**src/rtl/uart_host_pkg.sv**
```systemverilog
package uart_host_pkg;

    localparam logic [2:0] OFS_DATA = 3'd0;
    localparam logic [2:0] OFS_IER  = 3'd1;
    localparam logic [2:0] OFS_IIR  = 3'd2;
    localparam logic [2:0] OFS_LCR  = 3'd3;
    localparam logic [2:0] OFS_MCR  = 3'd4;
    localparam logic [2:0] OFS_LSR  = 3'd5;
    localparam logic [2:0] OFS_MSR  = 3'd6;
    localparam logic [2:0] OFS_SCR  = 3'd7;

    localparam logic [7:0] FCR_KEEP = 8'hC9;
    localparam logic [3:0] IID_NONE = 4'h1;

    // interrupt sources, index 0 ranks highest
    localparam int NSRC    = 5;
    localparam int SRC_LS  = 0;
    localparam int SRC_RX  = 1;
    localparam int SRC_TO  = 2;
    localparam int SRC_THR = 3;
    localparam int SRC_MS  = 4;

    function automatic logic [3:0] iid_code(int idx);
        case (idx)
            SRC_LS:  return 4'h6;
            SRC_RX:  return 4'h4;
            SRC_TO:  return 4'hC;
            SRC_THR: return 4'h2;
            default: return 4'h0;
        endcase
    endfunction

    typedef struct packed {
        logic [15:0] div;
        logic [3:0]  ier;
        logic [7:0]  lcr;
        logic [4:0]  mcr;
        logic [7:0]  scr;
        logic        thre;
        logic        temt;
        logic        thr_ip;
        logic        oe;
        logic        pe;
        logic        fe;
        logic        bi;
    } host_state_t;

endpackage

```
**src/rtl/uart_fcr_ctrl.sv**
```systemverilog
module uart_fcr_ctrl
    import uart_host_pkg::*;
#(
    parameter int CNT_W = 5,
    parameter int TRIG0 = 1,
    parameter int TRIG1 = 4,
    parameter int TRIG2 = 8,
    parameter int TRIG3 = 14
) (
    input  logic             clk,
    input  logic             rst_n,
    input  logic             wr_en,
    input  logic [7:0]       wdata,
    output logic             fifo_en,
    output logic [CNT_W-1:0] rx_trig,
    output logic             rx_flush,
    output logic             tx_flush
);

    logic [7:0] fcr_d, fcr_q;
    logic       changed;
    logic       toggled;

    always_comb begin
        fcr_d    = fcr_q;
        changed  = wr_en && (wdata != fcr_q);
        toggled  = changed && (wdata[0] != fcr_q[0]);
        rx_flush = 1'b0;
        tx_flush = 1'b0;
        if (changed) begin
            fcr_d    = wdata & FCR_KEEP;
            rx_flush = wdata[1] | toggled;
            tx_flush = wdata[2] | toggled;
        end
    end

    always_ff @(posedge clk or negedge rst_n) begin
        if (!rst_n) fcr_q <= 8'h00;
        else        fcr_q <= fcr_d;
    end

    always_comb begin
        case (fcr_q[7:6])
            2'b00:   rx_trig = CNT_W'(TRIG0);
            2'b01:   rx_trig = CNT_W'(TRIG1);
            2'b10:   rx_trig = CNT_W'(TRIG2);
            default: rx_trig = CNT_W'(TRIG3);
        endcase
    end

    assign fifo_en = fcr_q[0];


    flush_both_chk: assert property (@(posedge clk) disable iff (!rst_n)
        (wr_en && (wdata[0] != fifo_en)) |-> (rx_flush && tx_flush));


    fe_follow_chk: assert property (@(posedge clk) disable iff (!rst_n)
        (wr_en && (wdata[0] != fifo_en)) |=> (fifo_en == $past(wdata[0])));


    trig_legal_chk: assert property (@(posedge clk) disable iff (!rst_n)
        (rx_trig == CNT_W'(TRIG0)) || (rx_trig == CNT_W'(TRIG1)) ||
        (rx_trig == CNT_W'(TRIG2)) || (rx_trig == CNT_W'(TRIG3)));

endmodule

```
**src/rtl/uart_irq_prio.sv**
```systemverilog
module uart_irq_prio
    import uart_host_pkg::*;
(
    input  logic [NSRC-1:0] src,
    output logic [3:0]      iid,
    output logic            any
);

    always_comb begin
        iid = IID_NONE;
        for (int i = NSRC - 1; i >= 0; i--) begin
            if (src[i]) iid = iid_code(i);
        end
        any = |src;
    end

endmodule

```
**src/rtl/uart_host_regs.sv**
```systemverilog
module uart_host_regs
    import uart_host_pkg::*;
#(
    parameter int          FIFO_DEPTH = 16,
    parameter logic [15:0] DIV_RST    = 16'h000C,
    parameter logic [4:0]  MCR_RST    = 5'h08,
    localparam int         CNT_W      = $clog2(FIFO_DEPTH + 1)
) (
    input  logic             clk,
    input  logic             rst_n,
    input  logic [2:0]       bus_addr,
    input  logic             bus_wr,
    input  logic             bus_rd,
    input  logic [7:0]       bus_wdata,
    output logic [7:0]       bus_rdata,
    output logic [7:0]       tx_data,
    output logic             tx_push,
    input  logic [7:0]       rx_data,
    input  logic [CNT_W-1:0] rx_count,
    output logic             rx_pop,
    input  logic             rx_timeout,
    input  logic             rx_overrun,
    input  logic             rx_parity_err,
    input  logic             rx_frame_err,
    input  logic             rx_break,
    input  logic             tx_hold_free,
    input  logic             tx_shift_done,
    input  logic [7:0]       msr_in,
    output logic [15:0]      divisor,
    output logic [7:0]       line_ctrl,
    output logic [4:0]       modem_ctrl,
    output logic             fifo_en,
    output logic [CNT_W-1:0] rx_trig,
    output logic             rx_flush,
    output logic             tx_flush,
    output logic             irq
);

    host_state_t st_d, st_q;

    logic            dlab;
    logic [7:0]      wr_hit;
    logic [7:0]      rd_hit;
    logic [NSRC-1:0] src;
    logic [3:0]      iid;
    logic            any_pend;
    logic            rx_avail;
    logic            rx_at_level;
    logic [7:0]      lsr_val;
    logic [7:0]      msr_val;

    assign dlab = st_q.lcr[7];

    always_comb begin
        for (int k = 0; k < 8; k++) begin
            wr_hit[k] = bus_wr && (bus_addr == 3'(k));
            rd_hit[k] = bus_rd && (bus_addr == 3'(k));
        end
    end

    uart_fcr_ctrl #(
        .CNT_W (CNT_W)
    ) u_fcr (
        .clk      (clk),
        .rst_n    (rst_n),
        .wr_en    (wr_hit[OFS_IIR]),
        .wdata    (bus_wdata),
        .fifo_en  (fifo_en),
        .rx_trig  (rx_trig),
        .rx_flush (rx_flush),
        .tx_flush (tx_flush)
    );

    // next state: bus effects first, datapath events override
    always_comb begin
        st_d = st_q;
        if (wr_hit[OFS_DATA]) begin
            if (dlab) begin
                st_d.div[7:0] = bus_wdata;
            end else begin
                st_d.thre   = 1'b0;
                st_d.thr_ip = 1'b0;
                if (fifo_en) st_d.temt = 1'b0;
            end
        end
        if (wr_hit[OFS_IER]) begin
            if (dlab) begin
                st_d.div[15:8] = bus_wdata;
            end else begin
                st_d.ier = bus_wdata[3:0];
                if (st_q.thre) st_d.thr_ip = 1'b1;
            end
        end
        if (wr_hit[OFS_LCR]) st_d.lcr = bus_wdata;
        if (wr_hit[OFS_MCR]) st_d.mcr = bus_wdata[4:0];
        if (wr_hit[OFS_SCR]) st_d.scr = bus_wdata;
        if (rd_hit[OFS_IIR]) st_d.thr_ip = 1'b0;
        if (rd_hit[OFS_LSR]) begin
            st_d.oe = 1'b0;
            st_d.pe = 1'b0;
            st_d.fe = 1'b0;
            st_d.bi = 1'b0;
        end
        if (tx_hold_free) begin
            st_d.thre   = 1'b1;
            st_d.thr_ip = 1'b1;
        end
        if (tx_shift_done) st_d.temt = 1'b1;
        if (rx_overrun)    st_d.oe   = 1'b1;
        if (rx_parity_err) st_d.pe   = 1'b1;
        if (rx_frame_err)  st_d.fe   = 1'b1;
        if (rx_break)      st_d.bi   = 1'b1;
    end

    always_ff @(posedge clk or negedge rst_n) begin
        if (!rst_n) begin
            st_q        <= '0;
            st_q.div    <= DIV_RST;
            st_q.mcr    <= MCR_RST;
            st_q.thre   <= 1'b1;
            st_q.temt   <= 1'b1;
        end else begin
            st_q <= st_d;
        end
    end

    // interrupt sources
    assign rx_avail    = (rx_count != '0);
    assign rx_at_level = fifo_en ? (rx_count >= rx_trig) : rx_avail;

    always_comb begin
        src          = '0;
        src[SRC_LS]  = st_q.ier[2] & (st_q.oe | st_q.pe | st_q.fe | st_q.bi);
        src[SRC_RX]  = st_q.ier[0] & rx_at_level;
        src[SRC_TO]  = st_q.ier[0] & rx_timeout;
        src[SRC_THR] = st_q.ier[1] & st_q.thr_ip;
        src[SRC_MS]  = st_q.ier[3] & ~st_q.mcr[4] & (|msr_in[3:0]);
    end

    uart_irq_prio u_prio (
        .src (src),
        .iid (iid),
        .any (any_pend)
    );

    // read path
    assign lsr_val = {1'b0, st_q.temt, st_q.thre, st_q.bi,
                      st_q.fe, st_q.pe, st_q.oe, rx_avail};
    assign msr_val = st_q.mcr[4] ?
                     {st_q.mcr[3], st_q.mcr[2], st_q.mcr[0], st_q.mcr[1], 4'b0000} :
                     msr_in;

    always_comb begin
        case (bus_addr)
            OFS_DATA: bus_rdata = dlab ? st_q.div[7:0]  : rx_data;
            OFS_IER:  bus_rdata = dlab ? st_q.div[15:8] : {4'b0000, st_q.ier};
            OFS_IIR:  bus_rdata = {fifo_en, fifo_en, 2'b00, iid};
            OFS_LCR:  bus_rdata = st_q.lcr;
            OFS_MCR:  bus_rdata = {3'b000, st_q.mcr};
            OFS_LSR:  bus_rdata = lsr_val;
            OFS_MSR:  bus_rdata = msr_val;
            default:  bus_rdata = st_q.scr;
        endcase
    end

    assign tx_data    = bus_wdata;
    assign tx_push    = wr_hit[OFS_DATA] & ~dlab;
    assign rx_pop     = rd_hit[OFS_DATA] & ~dlab & rx_avail;
    assign divisor    = st_q.div;
    assign line_ctrl  = st_q.lcr;
    assign modem_ctrl = st_q.mcr;
    assign irq        = any_pend;


    irq_iid_chk: assert property (@(posedge clk) disable iff (!rst_n)
        irq == (iid != IID_NONE));


    div_low_chk: assert property (@(posedge clk) disable iff (!rst_n)
        (wr_hit[OFS_DATA] && dlab) |=> (divisor[7:0] == $past(bus_wdata)));


    ier_keep_chk: assert property (@(posedge clk) disable iff (!rst_n)
        (wr_hit[OFS_IER] && !dlab) |=> (st_q.ier == $past(bus_wdata[3:0])));


    thre_clear_chk: assert property (@(posedge clk) disable iff (!rst_n)
        (tx_push && !tx_hold_free) |=> !lsr_val[5]);


    bi_clear_chk: assert property (@(posedge clk) disable iff (!rst_n)
        (rd_hit[OFS_LSR] && !rx_break) |=> !lsr_val[4]);

endmodule

```
**config.mk**
```make
export PLATFORM = sky130hd
export DESIGN_NAME = uart_host_regs
export DESIGN_NICKNAME = d
export VERILOG_FILES = /design/src/rtl/uart_host_pkg.sv /design/src/rtl/uart_fcr_ctrl.sv /design/src/rtl/uart_irq_prio.sv /design/src/rtl/uart_host_regs.sv
export SDC_FILE = /design/constraint.sdc
export NUM_CORES = 1
export LEC_CHECK = 0
export ABC_AREA = 1
export ABC_CLOCK_PERIOD_IN_PS = 3600
export BUFFER_PORTS_ARGS = -buffer_cell sky130_fd_sc_hd__buf_2
export CORE_ASPECT_RATIO = 0.75
export CORE_MARGIN = 5
export CORE_UTILIZATION = 50
export DETAILED_ROUTE_END_ITERATION = 8
export GPL_TIMING_DRIVEN = 0
export HOLD_SLACK_MARGIN = 0.12
export PLACE_DENSITY = 0.74
export REMOVE_ABC_BUFFERS = 1
export SETUP_SLACK_MARGIN = 0.5
export SYNTH_ARGS = -nofsm -noshare
export SYNTH_HDL_FRONTEND = slang
export SYNTH_SLANG_ARGS = --single-unit
```
**constraint.sdc**
```tcl
create_clock -name clk -period 3.6 [get_ports clk]
set_clock_uncertainty 0.2 [all_clocks]
set_input_delay 0.18 -clock clk [delete_from_list [all_inputs] [get_ports clk]]
set_output_delay 0.18 -clock clk [all_outputs]
set_load 0.02 [all_outputs]
```
### Word level (Yosys, flattened, before mapping)

Cells that the tools add are included.
W data, S select, Z words.

* bits in registers: 52
* input port bits: 43
* output and inout port bits: 56
* logic and storage cells: 100

* magnitude comparators: 1
* equality and inequality tests: 13
* muxes and demuxes: 28
* bitwise logic cells: 16
* reductions and logical operators: 28

Operators with widths (number)
* $pmux W8 S7: 1
* $mux W8: 3
* $mux W1: 16
* $mux W4: 4
* $reduce_bool A2 Y1: 7
* $eq A3 B3 Y1 const B: 4
* $pmux W4 S3: 1
* $logic_and A1 B1 Y1: 11
* $and A1 B1 Y1: 9
* $ne A8 B8 Y1: 1
* $reduce_and A2 Y1: 4
* $eq A3 B2 Y1 const B: 2
* $mux W3: 2
* $ge A5 B5 Y1: 1
* $or A1 B1 Y1: 5
* $reduce_bool A5 Y1: 1
* $reduce_or A5 Y1: 1
* $ne A2 B2 Y1 const B: 2
* $reduce_or A4 Y1: 1
* $eq A3 B1 Y1 const B: 1
* $logic_not A3 Y1: 1
* $reduce_and A3 Y1: 1
* $eq A2 B1 Y1 const B: 1
* $eq A2 B2 Y1 const B: 1
* other kinds (4): 5

### Longest topological paths before layout

* depth after elaboration: 9
* gate-level depth with buffers: 11

### By module

A second synthesis with hierarchy kept.

* cell total of the unflattened synthesis: 489
* area, all modules: 3568.4 sq um

By module, submodules not included
* uart_host_regs: instances 1, cells an instance 422, area each 3195.6 sq um, seq. area each 1207.4 sq um
* uart_fcr_ctrl: instances 1, cells an instance 55, area each 317.8 sq um, seq. area each 100.1 sq um
* uart_irq_prio: instances 1, cells an instance 12, area each 55.1 sq um, seq. area each 0.0 sq um

### Worst setup path before layout

No wires, ideal clock.

* path type: reg-to-output
* start: register u_fcr.fcr_q[6]
* end: output bus_rdata[1]
* arrival: 1.889 ns
* data required time: 3.220 ns
* slack: 1.331 ns
* cell stages (with the launch flop): 12
* path buffers: 0
* cells stage by stage: dfrtp_1 > nor2_1 > ha_1 > inv_1 > nand2_1 > nand3b_1 > nand3_1 > nand2_1 > nand2_1 > nand2_1 > nand2_1 > a21oi_1

* word-level cells in the longest chain between the ends: 8

Ends and longest elaborated chain
* start, declared: line uart_fcr_ctrl.sv:20 `logic [7:0] fcr_d, fcr_q;`
* start signal, assigned: line uart_fcr_ctrl.sv:39 `else fcr_q <= fcr_d;`
* $eq A2 B2 Y1, or another cell as far along: line uart_fcr_ctrl.sv:43 `case (fcr_q[7:6])`
* $pmux W4 S3 *: line uart_fcr_ctrl.sv:43
* via rx_trig[0]: line uart_host_regs.sv:33 `output logic [CNT_W-1:0] rx_trig,`
* $ge A5 B5 Y1 *: line uart_host_regs.sv:129 `assign rx_at_level = fifo_en ? (rx_count >= rx_trig) : rx_avail;`
* $mux W1 *: line uart_host_regs.sv:129
* $and A1 B1 Y1 *: line uart_host_regs.sv:134 `src[SRC_RX] = st_q.ier[0] & rx_at_level;`
* $mux W4 * (2 in series): line uart_irq_prio.sv:12 `if (src[i]) iid = iid_code(i);`
* $pmux W8 S7 *: line uart_host_regs.sv:154 `case (bus_addr)`
* end, declared: line uart_host_regs.sv:15 `output logic [7:0] bus_rdata,`

Mark *: on every way through the listed nets, which the timed path passes. The rest lies on a longest branch.

### Worst setup path in the final report

* start: register st_q, in the netlist line_ctrl[7]
* end: output bus_rdata[3]

* word-level cells in the longest chain between the ends: 2

Ends and longest elaborated chain
* start, declared: line uart_host_regs.sv:39 `host_state_t st_d, st_q;`
* start signal, assigned: line uart_host_regs.sv:123 `st_q <= st_d;`
* $mux W8, on equally long branches: line uart_host_regs.sv:156, uart_host_regs.sv:155
* $pmux W8 S7 *: line uart_host_regs.sv:154

Mark *: on every way between the ends. The rest lies on a longest branch, timed or not.

==> flow_metrics.tcl <==
set metrics [dict create \
    asyncSetResetFlopFracSynth 1.000 \
    rows 25 \
    ant_nets 0 \
    sw_frac_of_total 0.3944 \
    cts_tree "done" \
    cp_data_required_time_ps 3220 \
    synth_xor_area_frac 0.005199 \
    drive_above_1_share 0.3221 \
    final_common_cell "nand2_1" \
    clk_pin_slew_ps 110 \
    cp_slowest_stage_delay_ps 760 \
    synth_top_family_by_area "simple AND/OR/NAND/NOR gates" \
    final_cell_mix "nand2_1, buf_2, dfrtp_1, inv_1, nor2_1" \
    hold_viol_final 0 \
    p_int_mw 1.168 \
    power_frac_seq 0.429 \
    die_area_mm2 0.008498 \
    track_usage 0.2294 \
    clock_latency_ps 320 \
    dieWidth_um 104.8 \
    synth_compound_area_frac 0.1630 \
    timing.rr.start "line_ctrl[7]" \
    cts_sinks 52 \
    worst_pin_slew_ps 1174 \
    ys_warn_count 0 \
    hp-class "input port to flop" \
    synth-simple-area-share 0.2733 \
    status "finished, final reports clean" \
    cpMaxStageDelayCell "dfrtp_1" \
    setup_violations 0 \
    synth_edf_count 0 \
    p_switching_uw 760.9 \
    netlist_instances 425 \
    nNetsFinal 549 \
    grt_first_pass_wirelength_um 15230 \
    grt_max_degree 53 \
    synth_ff_type "dfrtp_1" \
    syn_area_mm2 0.003369 \
    setup_tns_ps 0 \
    timing.fmax_mhz 356.7 \
    num_io_pins 99 \
    crit_path_end "bus_rdata[3]" \
    cp-start-kind "flop" \
    synth_seq_cells 52 \
    cp_max_fo 17 \
    power.share.clock 0.217 \
    drt_pass1_iterations 5 \
    place_inst 555 \
    power.density_mw_per_mm2 492.5 \
    num_vias 3096 \
    viasPerCell 5.301 \
    diodes 0 \
    wl_per_cell_um 16.44 \
    power_mw 1.929 \
    power.leakage_nw 2.111 \
    worstSetupPathType "flop to output pin" \
    design_area_mm2 0.003918 \
    dpl_cell_area_mm2 0.003590 \
    cp-end-kind "output pin" \
    rsz0062_at_grt "no" \
    seq_area_frac_synth 0.3880 \
    syn_to_final_growth_pct 16.26 \
    fillerInstances 624 \
    cts_buffers 5 \
    arrival_ps 2420 \
    r2r_cells 9 \
    r2r_end "st_q[4]" \
    ys_types 40 \
    cp_common_cell "nor2_1" \
    core_mm2 0.006412 \
    cap_violations 0 \
    syn_avg_cell_area_um2 7.928 \
    combPwrFrac 0.354 \
    synthMuxAreaShare 0 \
    die_h_um 81.10 \
    irDropWorstVdd_v 0.0002767 \
    relSlewSlack 0.2171 \
    final_cells 584 \
    slew_violations 0 \
    worstPathCellList "clkinvlp_4, buf_4, nor2_1, nand2_1, nand4_1, nor2_1, a21oi_1, buf_2" \
    cp-startpoint "line_ctrl[7]" \
    drt-total-wl_um 9599 \
    yosys.area_share.adder 0.01485 \
    r2r_slack_ps 1080 \
    htree_levels 2 \
    cts_root_buf "clkbuf_8" \
    antenna_found_initial 0 \
    drc 0 \
    grt_pass1_vias 2917 \
    timing.final.crit_period_ps 2803 \
    clockBufferDepth 2 \
    initial_core_util 0.5255 \
    place_congestion 0.9537 \
    drt-initial-drc-count 251 \
    port_buffers 97 \
    grt_overflow_total 0 \
    hpwl_um 7055 \
    finalCritPeriodShare 0.7787 \
    finalCoreUtilization 0.6109 \
]
==> synthesized netlist by cell type (all sizes together) (2+ instances only) <==
library cell  count  area [um2]
a21oi            12       60.06
a221oi            2       30.03
buf              46       359.1
clkbuf            2       7.510
dfrtp            47        1176
dfstp             5       131.4
ha                4       50.05
inv              39       148.9
nand2           135       554.3
nand3            16       102.6
nand4             8       50.05
nor2             31       158.9
nor3              6       41.29
o211ai            4       30.03
o21ai            53       355.3
o21bai            5       37.54
==> how the worst min path moves through the flow <==
| stage | from | to | slack [ps] | cells after the start |
|---|---|---|---|---|
| finish | bus_wr | st_q[29] | 130 | 3 |
| global route | bus_wdata[1] | st_q[8] | 130 | 3 |
| global placement | tx_shift_done | lsr_val[6] | 160 | 2 |
| CTS | bus_wr | st_q[29] | 120 | 3 |
| detailed placement | tx_shift_done | lsr_val[6] | 170 | 2 |
| floorplan | rst_n | divisor[0] | -320 | 0 |
==> registers in the layout (all words and copies together), names as in the netlist <==
name,count
divisor,16
line_ctrl,8
lsr_val,6
modem_ctrl,5
st_q,13
u_fcr.fcr_q,4
==> worst max-delay path, delay by kind of cell (launching register included) <==
family	cells	cell delay [ps]
flip-flops	1	760
AND/OR/NAND/NOR	4	600
buffers and inverters	3	580
AO/OA/AOI/OAI	1	150
==> metal layers <==
layer / vias up / global-route usage / wire length (um)
met5: - / 0 / 0
met4: 0 / 0.05875 / 168
met3: 19 / 0.05083 / 805
met2: 150 / 0.3693 / 4360
met1: 1433 / 0.3164 / 4265
li1: 1494 / - / -
==> kinds of logic (layout without fill, tap and decap cells) <==
| family | count (synthesis) | count (layout) |
|---|---|---|
| other | 1 | 1 |
| buffers and inverters | 88 | 166 |
| XOR/XNOR | 2 | 2 |
| flip-flops | 52 | 52 |
| AND/OR/NAND/NOR | 198 | 198 |
| AO/OA/AOI/OAI | 80 | 80 |
| adder cells (fa/ha/maj) | 4 | 4 |
==> power by group through the flow <==
stage | clock, mW | combinational (mW) | sequential, mW
CTS | 0.422 | 0.665 | 0.823
floorplan | 0 | 0.305 | 0.917
detailed placement | 0 | 0.650 | 0.834
global route | 0.445 | 0.752 | 0.845
finish | 0.419 | 0.682 | 0.828
global placement | 0 | 0.637 | 0.831
==> layout make-up <==
cell class / instances / area (um2) / share of cell area
multi-input combinational: 285 / 1541 / 0.3935
sequential: 52 / 1308 / 0.3338
timing repair buffer: 118 / 698.2 / 0.1782
inverter: 40 / 157.7 / 0.04024
tap: 81 / 101.3 / 0.02587
clock buffer: 6 / 72.57 / 0.01852
clock inverter: 2 / 38.79 / 0.009901
==> metrics by stage <==
stage	setup WS, ps	hold slack (ps)
3_3_place_gp	1091	162.8
3_5_place_dp	1015	167.7
6_report	796.7	131.4
4_1_cts	657.0	122.5
2_1_floorplan	1234	-315.6
5_1_grt	599.1	127.1
==> timing repair <==
action / CTS / global route
hold buffers: 17 / 0
setup buffers: 0 / 4
resized for setup: 0 / 1
hold endpoints to repair: 73 / 0
setup endpoints to repair: 0 / 1
No activity file was read; power rests on OpenSTA's default activity.
